--- config.mk ---
export PLATFORM = sky130hd
export DESIGN_NAME = dual_alarm_unit
export DESIGN_NICKNAME = d
export VERILOG_FILES = /design/src/rtl/alarm_pkg.sv /design/src/rtl/alarm_match.sv /design/src/rtl/alarm_seq.sv /design/src/rtl/wave_div.sv /design/src/rtl/line_drive.sv /design/src/rtl/dual_alarm_unit.sv
export SDC_FILE = /design/constraint.sdc
export NUM_CORES = 1
export LEC_CHECK = 0
export ABC_AREA = 0
export BUFFER_PORTS_ARGS = -buffer_cell sky130_fd_sc_hd__buf_2
export CAP_MARGIN = 20
export CORE_UTILIZATION = 45
export CTS_BUF_LIST = sky130_fd_sc_hd__clkbuf_4 sky130_fd_sc_hd__clkbuf_8
export DETAILED_ROUTE_END_ITERATION = 12
export GPL_TIMING_DRIVEN = 0
export PLACE_DENSITY = 0.73
export SYNTH_ARGS = -nofsm -noshare
export SYNTH_HDL_FRONTEND = slang
export SYNTH_HIERARCHICAL = 1
export SYNTH_SLANG_ARGS = --single-unit
--- constraint.sdc ---
create_clock -name clk -period 1.9 [get_ports clk]
set_input_delay 0.19 -clock clk [delete_from_list [all_inputs] [get_ports clk]]
set_output_delay 0.19 -clock clk [all_outputs]
set_load 0.02 [all_outputs]
--- src/rtl/alarm_pkg.sv ---
`timescale 1ns/1ps
package alarm_pkg;
    localparam int NUM_ALARMS = 2;
    localparam int REG_W      = 8;
    localparam int SEC_W      = 7;
    localparam int MIN_W      = 7;
    localparam int HR_W       = 7;
    localparam int DOW_W      = 4;
    localparam int DOM_W      = 6;
    localparam int MASK_BIT   = 7;
    localparam int SEL_BIT    = 6;
    localparam int TAP_4K     = 3;
    localparam int TAP_8K     = 2;
    localparam int TAP_32K    = 0;

    typedef struct packed {
        logic [SEC_W-1:0] sec;
        logic [MIN_W-1:0] min;
        logic [HR_W-1:0]  hour;
        logic [DOW_W-1:0] dow;
        logic [DOM_W-1:0] dom;
    } tod_t;

    typedef enum logic [1:0] {
        SEQ_WAIT = 2'd0,
        SEQ_SNAP = 2'd1,
        SEQ_ALM1 = 2'd2,
        SEQ_ALM2 = 2'd3
    } seq_state_t;

    typedef enum logic [1:0] {
        OUT_QUIET = 2'd0,
        OUT_ALERT = 2'd1,
        OUT_WAVE  = 2'd2
    } out_state_t;
endpackage

--- src/rtl/alarm_match.sv ---
`timescale 1ns/1ps
module alarm_match
    import alarm_pkg::*;
(
    input  tod_t             now,
    input  logic [REG_W-1:0] a_sec,
    input  logic [REG_W-1:0] a_min,
    input  logic [REG_W-1:0] a_hour,
    input  logic [REG_W-1:0] a_dd,
    output logic             hit
);
    logic sec_ok, min_ok, hour_ok, dd_ok;

    always_comb begin
        sec_ok  = a_sec[MASK_BIT]  | (a_sec[SEC_W-1:0] == now.sec);
        min_ok  = a_min[MASK_BIT]  | (a_min[MIN_W-1:0] == now.min);
        hour_ok = a_hour[MASK_BIT] | (a_hour[HR_W-1:0] == now.hour);
        if (a_dd[MASK_BIT])
            dd_ok = 1'b1;
        else if (a_dd[SEL_BIT])
            dd_ok = (a_dd[DOW_W-1:0] == now.dow);
        else
            dd_ok = (a_dd[DOM_W-1:0] == now.dom);
        hit = sec_ok & min_ok & hour_ok & dd_ok;
    end
endmodule

--- src/rtl/alarm_seq.sv ---
`timescale 1ns/1ps
module alarm_seq
    import alarm_pkg::*;
(
    input  logic                  clk,
    input  logic                  rst_n,
    input  logic                  sec_tick,
    input  logic [NUM_ALARMS-1:0] hit,
    input  logic [NUM_ALARMS-1:0] clr,
    output logic                  snap_load,
    output logic [NUM_ALARMS-1:0] flag
);
    seq_state_t seq_q, seq_d;
    logic [NUM_ALARMS-1:0] set_vec;

    always_comb begin
        seq_d = seq_q;
        unique case (seq_q)
            SEQ_WAIT: if (sec_tick) seq_d = SEQ_SNAP;
            SEQ_SNAP: seq_d = SEQ_ALM1;
            SEQ_ALM1: seq_d = SEQ_ALM2;
            SEQ_ALM2: seq_d = SEQ_WAIT;
        endcase
    end

    always_ff @(posedge clk or negedge rst_n) begin
        if (!rst_n) seq_q <= SEQ_WAIT;
        else        seq_q <= seq_d;
    end

    always_comb begin
        snap_load = 1'b0;
        set_vec   = '0;
        unique case (seq_q)
            SEQ_WAIT: ;
            SEQ_SNAP: snap_load = 1'b1;
            SEQ_ALM1: set_vec[0] = hit[0];
            SEQ_ALM2: set_vec[1] = hit[1];
        endcase
    end

    always_ff @(posedge clk or negedge rst_n) begin
        if (!rst_n) flag <= '0;
        else        flag <= set_vec | (flag & ~clr);
    end
endmodule

--- src/rtl/wave_div.sv ---
`timescale 1ns/1ps
module wave_div
    import alarm_pkg::*;
#(
    parameter int DIV_W = 16
) (
    input  logic       clk,
    input  logic       rst_n,
    input  logic       osc_edge,
    input  logic [1:0] rate_sel,
    output logic       wave
);
    localparam int TAP_1HZ = DIV_W - 1;

    logic [DIV_W-1:0] cnt;

    always_ff @(posedge clk or negedge rst_n) begin
        if (!rst_n)        cnt <= '0;
        else if (osc_edge) cnt <= cnt + 1'b1;
    end

    always_comb begin
        unique case (rate_sel)
            2'b00: wave = cnt[TAP_1HZ];
            2'b01: wave = cnt[TAP_4K];
            2'b10: wave = cnt[TAP_8K];
            2'b11: wave = cnt[TAP_32K];
        endcase
    end
endmodule

--- src/rtl/line_drive.sv ---
`timescale 1ns/1ps
module line_drive
    import alarm_pkg::*;
(
    input  logic clk,
    input  logic rst_n,
    input  logic int_mode,
    input  logic pending,
    input  logic wave,
    output logic irq_n
);
    out_state_t out_q, out_d;
    logic wave_q;

    always_comb begin
        if (!int_mode)    out_d = OUT_WAVE;
        else if (pending) out_d = OUT_ALERT;
        else              out_d = OUT_QUIET;
    end

    always_ff @(posedge clk or negedge rst_n) begin
        if (!rst_n) begin
            out_q  <= OUT_QUIET;
            wave_q <= 1'b0;
        end else begin
            out_q  <= out_d;
            wave_q <= wave;
        end
    end

    always_comb begin
        unique case (out_q)
            OUT_WAVE:  irq_n = wave_q;
            OUT_ALERT: irq_n = 1'b0;
            OUT_QUIET: irq_n = 1'b1;
            default:   irq_n = 1'b1;
        endcase
    end
endmodule

--- src/rtl/dual_alarm_unit.sv ---
`timescale 1ns/1ps
module dual_alarm_unit
    import alarm_pkg::*;
#(
    parameter int DIV_W = 16
) (
    input  logic             clk,
    input  logic             rst_n,
    input  logic             osc_edge,
    input  logic             sec_tick,
    input  logic [SEC_W-1:0] cur_sec,
    input  logic [MIN_W-1:0] cur_min,
    input  logic [HR_W-1:0]  cur_hour,
    input  logic [DOW_W-1:0] cur_day,
    input  logic [DOM_W-1:0] cur_date,
    input  logic [REG_W-1:0] a1_sec,
    input  logic [REG_W-1:0] a1_min,
    input  logic [REG_W-1:0] a1_hour,
    input  logic [REG_W-1:0] a1_dd,
    input  logic [REG_W-1:0] a2_min,
    input  logic [REG_W-1:0] a2_hour,
    input  logic [REG_W-1:0] a2_dd,
    input  logic             int_mode,
    input  logic [1:0]       rate_sel,
    input  logic             a1_en,
    input  logic             a2_en,
    input  logic             a1_clr,
    input  logic             a2_clr,
    output logic             a1_flag,
    output logic             a2_flag,
    output logic             irq_n
);
    tod_t snap_q;
    logic snap_load;
    logic wave;
    logic [NUM_ALARMS-1:0] hit, flag, clr, en;
    logic [REG_W-1:0] sec_arr [NUM_ALARMS];
    logic [REG_W-1:0] min_arr [NUM_ALARMS];
    logic [REG_W-1:0] hr_arr  [NUM_ALARMS];
    logic [REG_W-1:0] dd_arr  [NUM_ALARMS];

    // alarm 2 has no seconds register: an unmasked zero forces second 00
    assign sec_arr[0] = a1_sec;
    assign sec_arr[1] = '0;
    assign min_arr[0] = a1_min;
    assign min_arr[1] = a2_min;
    assign hr_arr[0]  = a1_hour;
    assign hr_arr[1]  = a2_hour;
    assign dd_arr[0]  = a1_dd;
    assign dd_arr[1]  = a2_dd;
    assign clr        = {a2_clr, a1_clr};
    assign en         = {a2_en, a1_en};

    always_ff @(posedge clk or negedge rst_n) begin
        if (!rst_n)         snap_q <= '0;
        else if (snap_load) snap_q <= '{sec: cur_sec, min: cur_min, hour: cur_hour,
                                        dow: cur_day, dom: cur_date};
    end

    for (genvar g = 0; g < NUM_ALARMS; g++) begin : g_match
        alarm_match i_match (
            .now    (snap_q),
            .a_sec  (sec_arr[g]),
            .a_min  (min_arr[g]),
            .a_hour (hr_arr[g]),
            .a_dd   (dd_arr[g]),
            .hit    (hit[g])
        );
    end

    alarm_seq i_seq (
        .clk       (clk),
        .rst_n     (rst_n),
        .sec_tick  (sec_tick),
        .hit       (hit),
        .clr       (clr),
        .snap_load (snap_load),
        .flag      (flag)
    );

    wave_div #(.DIV_W(DIV_W)) i_div (
        .clk      (clk),
        .rst_n    (rst_n),
        .osc_edge (osc_edge),
        .rate_sel (rate_sel),
        .wave     (wave)
    );

    line_drive i_line (
        .clk      (clk),
        .rst_n    (rst_n),
        .int_mode (int_mode),
        .pending  (|(flag & en)),
        .wave     (wave),
        .irq_n    (irq_n)
    );

    assign a1_flag = flag[0];
    assign a2_flag = flag[1];
endmodule

# Yosys cells after proc, flatten, opt, wreduce, memory -nomap -nowiden
# Index checks and enable logic that the tools add are counted.
[word_totals]
regBits = 54
output_inout_bits = 3
elab_cells = 61
[classes]
bitwise = 15
n_mux = 13
eq_ne = 18
n_addsub = 1
n_reduce_logical = 4
[op_table]
columns = ["operator", "n"]
rows = [
  ["== test 7 bit", 5],
  ["adder 16 x 1 -> 16 bit, second input constant", 1],
  ["== test 6 bit", 2],
  ["== test 2 bit, second input constant", 5],
  ["== test 4 bit", 2],
  ["2-to-1 mux 1 bit", 8],
  ["one-hot mux 2 bit (4 select lines)", 1],
  ["zero test 7 bit", 1],
  ["AND 1 bit", 6],
  ["== test 2 x 1 -> 1 bit, second input constant", 3],
  ["bitwise OR 1 bit", 5],
  ["AND 2 bit", 2],
  ["zero test 2 bit", 2],
  ["2-to-1 mux 2 bit", 2],
  ["one-hot mux 1 bit (4 select lines)", 1],
  ["inequality test 2 bit, second input constant", 1],
  ["NOT 2 bit", 1],
  ["bitwise OR 2 bit", 1],
  ["one-hot mux 1 bit (2 select lines)", 1],
  ["OR reduction 2 bit", 1],
]

# Longest topological paths before layout
# Gate-level depths: netlist (run 1).
[depth]
ltp_word = 7
ltp_mapped = 7

# Hierarchy
# The synthesis (run 1) kept the hierarchy.
[modules_own_cells]
columns = ["mod", "area_each_um2", "seq_area_each_um2", "n_inst", "cells_each"]
rows = [
  ["dual_alarm_unit", 1171.1, 775.7, 1, 67],
  ["wave_div", 744.5, 400.4, 1, 59],
  ["alarm_match", 361.6, 0.0, 2, 43],
  ["alarm_seq", 237.7, 100.1, 1, 21],
  ["line_drive", 110.1, 75.1, 1, 8],
]

# Least setup slack after synthesis (run 1)
# Ideal clock, no wire load.
[synth_timing]
path_kind = "reg2reg"
from = "register snap_q[5] (netlist bit)"
to = "register i_seq.flag[0]"
path_slack_ns = 0.280
path_buffers = 0
path_stages_with_launch = 8
period_less_slack_ns = 1.620
arrival_time_ns = 1.537
t_required_ns = 1.817
setup_time_ns = 0.083
path_cell_list = "dfrtp_1 > xor2_1 > or4_1 > nor4_2 > a311oi_1 > nor3_1 > nand2_1 > o21ai_0"
[synth_via]
elab_chain_len = 6
[synth_lines]
columns = ["element", "line_no", "rtl"]
rows = [
  ["from (decl)", "dual_alarm_unit.sv:33", "tod_t snap_q;"],
  ["from (signal assigned)", "dual_alarm_unit.sv:56", "else if (snap_load) snap_q <= '{sec: cur_sec, min: cur_min, hour: cur_hour,"],
  ["== test 6 bit", "alarm_match.sv:23", "dd_ok = (a_dd[DOM_W-1:0] == now.dom);"],
  ["2-to-1 mux 1 bit", "alarm_match.sv:20", "else if (a_dd[SEL_BIT])"],
  ["2-to-1 mux 1 bit", "alarm_match.sv:18", "if (a_dd[MASK_BIT])"],
  ["AND 1 bit", "alarm_match.sv:24", "hit = sec_ok & min_ok & hour_ok & dd_ok;"],
  ["via hit[0]", "dual_alarm_unit.sv:36", "logic [NUM_ALARMS-1:0] hit, flag, clr, en;"],
  ["2-to-1 mux 1 bit", "alarm_seq.sv:34", "unique case (seq_q)"],
  ["bitwise OR 2 bit", "alarm_seq.sv:44", "else flag <= set_vec | (flag & ~clr);"],
  ["to (signal assigned)", "alarm_seq.sv:44", ""],
  ["to (decl)", "alarm_seq.sv:11", "output logic [NUM_ALARMS-1:0] flag"],
]
# The timed path passes the listed nets, and every way through them passes these cells.
# A chain may end at the register's enable or synchronous reset.

# Worst setup path in the final report (run 1)
# Same ends and word-level chain as after synthesis.

==> run_results.csv, run 1 <==
group,metric,value,unit
sta,slew_violations,0,
placement,numPortBuffers,100,
sta,finClkSkew,0.00363,ns
cts,clkLatencyLatePin,0.31,ns
drt,wl,6260,microns
setup_path,arrival,2.11,ns
layout,most-common-layout-cells,"buf_2, dfrtp_1, xor2_1",
cts,cts_inserted_buffers,5,
flow_run,maxCapViolations,0,
cts,cts_root_buf,"clkbuf_8",
drt,drt_iter0_markers,57,
cts,postCtsSetupRepairBufs,0,
synthesis,synth_top_family_by_area,"XOR/XNOR gates",
global_route,antenna_found_initial,0,
power,irDropWorstVdd,0.000579,V
placement,numPlacedInstances,426,
sta,final_hold_viol_count,0,
synthesis,synth_compound_area_share,2.51,%
drt,vias,2162,
drt,ant_nets,0,
setup_path,cp-start-kind,"flip-flop",
cts,cts_max_level,2,
drt,viasPerCell,4.97,
power,cellPowerDensity,1250,nW/um^2
sta,fmax,0.532,GHz
synthesis,synthXorXnorAreaFrac,22.6,%
drt,drc_errors,0,
sta,setup_violations,0,
placement,gp_congestion,0.777,
floorplanning,dieArea,6970,sq um
sta,min_period_over_period,98.9,%
floorplanning,core_region_area,6390,sq um
synthesis,synthMuxAreaShare,13.8,%
synthesis,synthCells,241,
global_route,grt_first_pass_wirelength,10400,microns
global_route,grt_overflow,0,
sta,rsz0062_at_grt,"true",
layout,final_cells,435,
setup_path,end_kind,"flip-flop",
setup_path,worstPathRequired,2.13,ns
floorplanning,row_count,29,
placement,place_hpwl,4950,microns
synthesis,yosys_warnings,6,
layout,drive_gt1_share,44.7,%
setup_path,critPathKind,"reg -> reg",
floorplanning,fp.dieH,83.5,microns
status,status,"complete, no violations",
layout,fillCellCount,554,
synthesis,netlist_area,2990,sq um
setup_path,crit_fanout,3,
global_route,track_usage,18.6,%
drt,routedWlPerCell,14.4,microns
layout,fin_area,3770,sq um
drt,first_pass_iters,4,
synthesis,synth_fa_ha_area_share,2.51,%
synthesis,yosysSeqAreaShare,45.2,%
synthesis,ys_types,30,
sta,post-route-min-period,1.88,ns
synthesis,ys_ff_latch,54,
power,leakage,1.78,nW
cts,clk_pin_slew,0.09,ns
global_route,grt_max_degree,36,
cts,cts_buffer_depth,2,
floorplanning,initial_utilization,46.8,%
placement,placed_cell_area,3630,sq um
synthesis,syn_avg_cell_area,12.4,sq um
layout,fin_nets,461,
cts,cts_num_sinks,54,
min_path,hold_class,"in -> reg",
cts,cts_tree,"yes",
floorplanning,io_pins,101,
floorplanning,die_w,83.5,microns
synthesis,yosys.area_share.simple,11.4,%
layout,antenna_cells,0,
layout,mostFrequentLayoutCell,"buf_2",
layout,syn2layout_area_growth,26.3,%
global_route,grt_pass1_vias,2249,
[cells by family (layout without fill, tap and decap cells)]
kind of cell	count (synthesis)	in the layout
AOI/OAI and AO/OA	10	10
muxes	35	35
other	1	8
and+or+nand+nor	49	49
xor gates and xnor gates	77	77
DFF	54	54
adders and majority gates	6	6
buffers and inverters	9	119
[synthesized netlist by cell type, drive strengths merged]
library cell | n | area share [%]
dfrtp | 54 | 45
xor2 | 49 | 14
mux2 | 33 | 13
xnor2 | 28 | 8.2
nor4 | 12 | 3.1
nand2 | 10 | 1.3
nand4 | 10 | 3.1
nor3 | 7 | 1.5
ha | 6 | 2.5
inv | 6 | 0.75
nor2 | 4 | 0.50
buf | 3 | 1.1
a311oi | 2 | 0.59
a41oi | 2 | 0.59
o21ai | 2 | 0.34
o22ai | 2 | 0.42
or4 | 2 | 0.50
a21oi | 1 | 0.29
a22o | 1 | 0.29
and2 | 1 | 0.21
and3 | 1 | 0.25
conb | 1 | 0.13
mux2i | 1 | 0.34
mux4 | 1 | 0.88
nand2b | 1 | 0.46
nor3b | 1 | 0.42
[stage by stage]
| stage | hold WS (ns) | utilization (%) | power, W | setup slack, ns | TNS [ns] |
|---|---|---|---|---|---|
| global placement | 0.365 | 56.5 | 0.00392 | 0.0234 | 0 |
| finish | 0.0279 | 59.1 | 0.00472 | 0.0215 | 0 |
| CTS | 0.0165 | 58.5 | 0.00473 | 0.0113 | 0 |
| global route | 0.0118 | 59.1 | 0.00507 | -0.0801 | -0.125 |
| floorplan | -0.106 | - | 0.00355 | 0.280 | 0 |
| detailed placement | 0.179 | 56.8 | 0.00404 | 0.0327 | 0 |
[metal layers]
metal	routed length, microns	track usage, %
met3	317	3.86
met5	0	0
met4	90	6.16
met2	3190	32.1
met1	2660	23.5
[state kept, by name (all words and copies together) (netlist names)]
| register | cells |
|---|---|
| i_div/cnt | 16 |
| i_line/out_q | 2 |
| i_line/wave_q | 1 |
| i_seq/flag | 2 |
| i_seq/seq_q | 2 |
| snap_q | 31 |
[area by class of cell]
type                            count  area (sq um)  area share, %
Inverter                            6          22.5          0.597
Sequential cell                    54          1350           35.8
Buffer                              3          33.8          0.896
Timing Repair Buffer              102           531           14.1
Multi-Input combinational cell    185          1640           43.5
Clock inverter                      2          12.5          0.332
Tap cell                           77          96.3           2.55
Clock buffer                        6          82.6           2.19
[final timing paths]
path                          startpoint  cells past startpoint              end  slack (ns)
max in group asynchronous          rst_n                      3    i_seq/flag[1]        0.98
hold / removal                  int_mode                      2  i_line/out_q[1]        0.03
min in group asynchronous          rst_n                      2        snap_q[4]        0.37
hold reg to reg            i_div/cnt[11]                      1    i_div/cnt[11]        0.47
setup reg to reg               snap_q[5]                      7    i_seq/flag[0]        0.02
setup / recovery               snap_q[5]                      7    i_seq/flag[0]        0.02
[repair_timing]
action | 4_1_cts | 5_1_grt
hold buffers | 1 | 0
resized for setup | 0 | 7
endpoints found under the hold margin | 19 | 0
endpoints found under the setup margin | 0 | 2
[worst max-delay path, stage by stage, from the launching register on]
cell,delay [ns]
dfrtp_1,0.43
xor2_1,0.17
or4_4,0.52
nor4_4,0.13
a311oi_1,0.09
nor3_1,0.28
nand2_1,0.11
o21ai_0,0.08
[power breakdown]
| part | internal (W) | switching, W | leakage, nW |
|---|---|---|---|
| clock | 0.000294 | 0.000375 | 0.0472 |
| combinational | 0.00114 | 0.000762 | 1.07 |
| sequential | 0.00161 | 0.000542 | 0.662 |
Note: power is estimated with default switching activity, not from simulation.
==> run 2, diff against run 1 <==
Settings changed: GPL_ROUTABILITY_DRIVEN set to 0, HOLD_SLACK_MARGIN set to 0.1, PLACE_DENSITY 0.73 to 0.76.
Clock period 1.9 ns to 1.64 ns, I/O delays scaled along.
==> run_results.csv, run 2 (synthesis results as in run 1) <==
group,metric,value,unit
status,status,"complete, but fails checks",
status,violations,"negative setup slack",
setup_path,arrival,2.11,ns
floorplanning,core_region_area,6390,sq um
placement,numPortBuffers,100,
cts,cts_root_buf,"clkbuf_8",
power,irDropWorstVdd,0.000717,V
drt,routedWlPerCell,14.4,microns
sta,setup_ws,-0.248,ns
drt,vias,2310,
floorplanning,die_w,83.5,microns
setup_path,r2r_start,"snap_q[5]",
cts,cts_max_level,2,
cts,cts_buffer_depth,2,
layout,mostFrequentLayoutCell,"buf_2",
layout,largest_register_ffs,31,
layout,drive_gt1_share,41.5,%
drt,viasPerCell,4.95,
global_route,track_usage,20.3,%
min_path,min_from,"cur_date[4]",
placement,place_hpwl,4950,microns
power,cellPowerDensity,1350,nW/um^2
sta,setup_tns,-0.398,ns
sta,setup_violations,2,
sta,fmax,0.530,GHz
setup_path,worstPathRequired,1.86,ns
global_route,grt_max_degree,38,
sta,min_period_over_period,115,%
layout,reg_top3,"snap_q: 31 flops, i_div/cnt: 16 flops",
power,pwr-share-seq,45.1,%
setup_path,reg2reg_depth,8,
floorplanning,io_pins,101,
drt,drt_iter0_markers,32,
power,p_switching,0.00195,W
power,leakage,1.92,nW
cts,clk_pin_slew,0.10,ns
power,swShare,35.4,%
min_path,hold_class,"in -> reg",
layout,syn2layout_area_growth,37.0,%
sta,fin_hold_ws,0.110,ns
cts,cts_tree,"yes",
layout,antenna_cells,0,
min_path,hold_path_depth,2,
global_route,grt_first_pass_wirelength,11200,microns
sta,final_hold_viol_count,0,
power,comb_power_share,42.3,%
global_route,grt_pass1_vias,2503,
floorplanning,fp.dieH,83.5,microns
floorplanning,initial_utilization,46.8,%
cts,cts_inserted_buffers,5,
setup_path,r2r_end,"i_seq/flag[1]",
global_route,grt_overflow,0,
power,power.internal,0.00356,W
global_route,antenna_found_initial,0,
setup_path,end_kind,"flip-flop",
cts,clkLatencyLatePin,0.30,ns
flow_run,maxCapViolations,0,
setup_path,reg2reg_slack,-0.25,ns
setup_path,critPathKind,"reg -> reg",
sta,slew_violations,0,
layout,fin_util,64.0,%
drt,wl,6730,microns
floorplanning,dieArea,6970,sq um
layout,fin_nets,494,
setup_path,cp-start-kind,"flip-flop",
layout,most-common-layout-cells,"buf_2, dfrtp_1, xor2_1",
drt,drc_errors,0,
drt,first_pass_iters,4,
power,p_clk_share,12.6,%
setup_path,crit_fanout,2,
layout,largest-register,"snap_q",
sta,finClkSkew,0.0119,ns
min_path,worstHoldEndpoint,"snap_q[4]",
sta,post-route-min-period,1.89,ns
drt,ant_nets,0,
floorplanning,row_count,29,
sta,rsz0062_at_grt,"true",
cts,cts_num_sinks,54,
placement,dp_slack,-0.279,ns
## run 2: worst max path at each step
stage	start	endpoint	slack [ns]	cells after the start
after floorplan	snap_q[5]	i_seq/flag[0]	0.02	7
after global placement	snap_q[5]	i_seq/flag[0]	-0.21	7
after detailed placement	snap_q[5]	i_seq/flag[0]	-0.28	7
after CTS	snap_q[4]	i_seq/flag[0]	-0.29	7
after global routing	snap_q[5]	i_seq/flag[1]	-0.34	8
final	snap_q[5]	i_seq/flag[1]	-0.25	8
## run 2: layout make-up
class | count | area [sq um]
tap | 77 | 96.3
sequential | 54 | 1350
timing repair buffer | 135 | 860
buffer | 3 | 33.8
inverter | 6 | 22.5
fill | 505 | 2300
clock buffer | 5 | 68.8
multi-input combinational | 185 | 1650
clock inverter | 2 | 10.0
## run 2: repair_timing
item / 4_1_cts / 5_1_grt
setup endpoints to repair: 2 / 2
setup buffers: 2 / 0
hold buffers: 31 / 1
gates resized for setup: 3 / 7
pin swaps: 7 / 3
endpoints found under the hold margin: 48 / 1
## run 2: layer usage
layer  vias up  part of all wire [%]  track usage [%]  routed length, microns
met5         -                     0                0                       0
met3         8                   5.4             4.45                     365
met1      1094                    42             23.9                    2820
li1       1128                     -                -                       -
met2        80                    51             37.4                    3460
met4         0                   1.3             5.39                      86
## run 2: power by group through the flow
stage          combinational [W]  sequential [W]  clock (W)
2_1_floorplan            0.00172         0.00238          0
3_3_place_gp             0.00207         0.00247          0
3_5_place_dp             0.00215         0.00252          0
4_1_cts                  0.00227         0.00248   0.000720
5_1_grt                  0.00257         0.00258   0.000776
6_report                 0.00233         0.00248   0.000692
## run 2: per-stage QoR
| stage | total power, W | std cells | area [sq um] |
|---|---|---|---|
| after floorplan | 0.00411 | 248 | 3010 |
| after global placement | 0.00454 | 425 | 3610 |
| after detailed placement | 0.00467 | 426 | 3630 |
| after CTS | 0.00547 | 466 | 4050 |
| after global routing | 0.00592 | 467 | 4090 |
| final | 0.00550 | 467 | 4090 |
## run 2: critical path: stages (launching register included)
cell	delay, ns
dfrtp_1	0.41
buf_6	0.13
xor2_1	0.15
or4_4	0.52
nor4_4	0.15
a311oi_2	0.07
nor3_1	0.17
nand2_1	0.12
o21ai_1	0.09
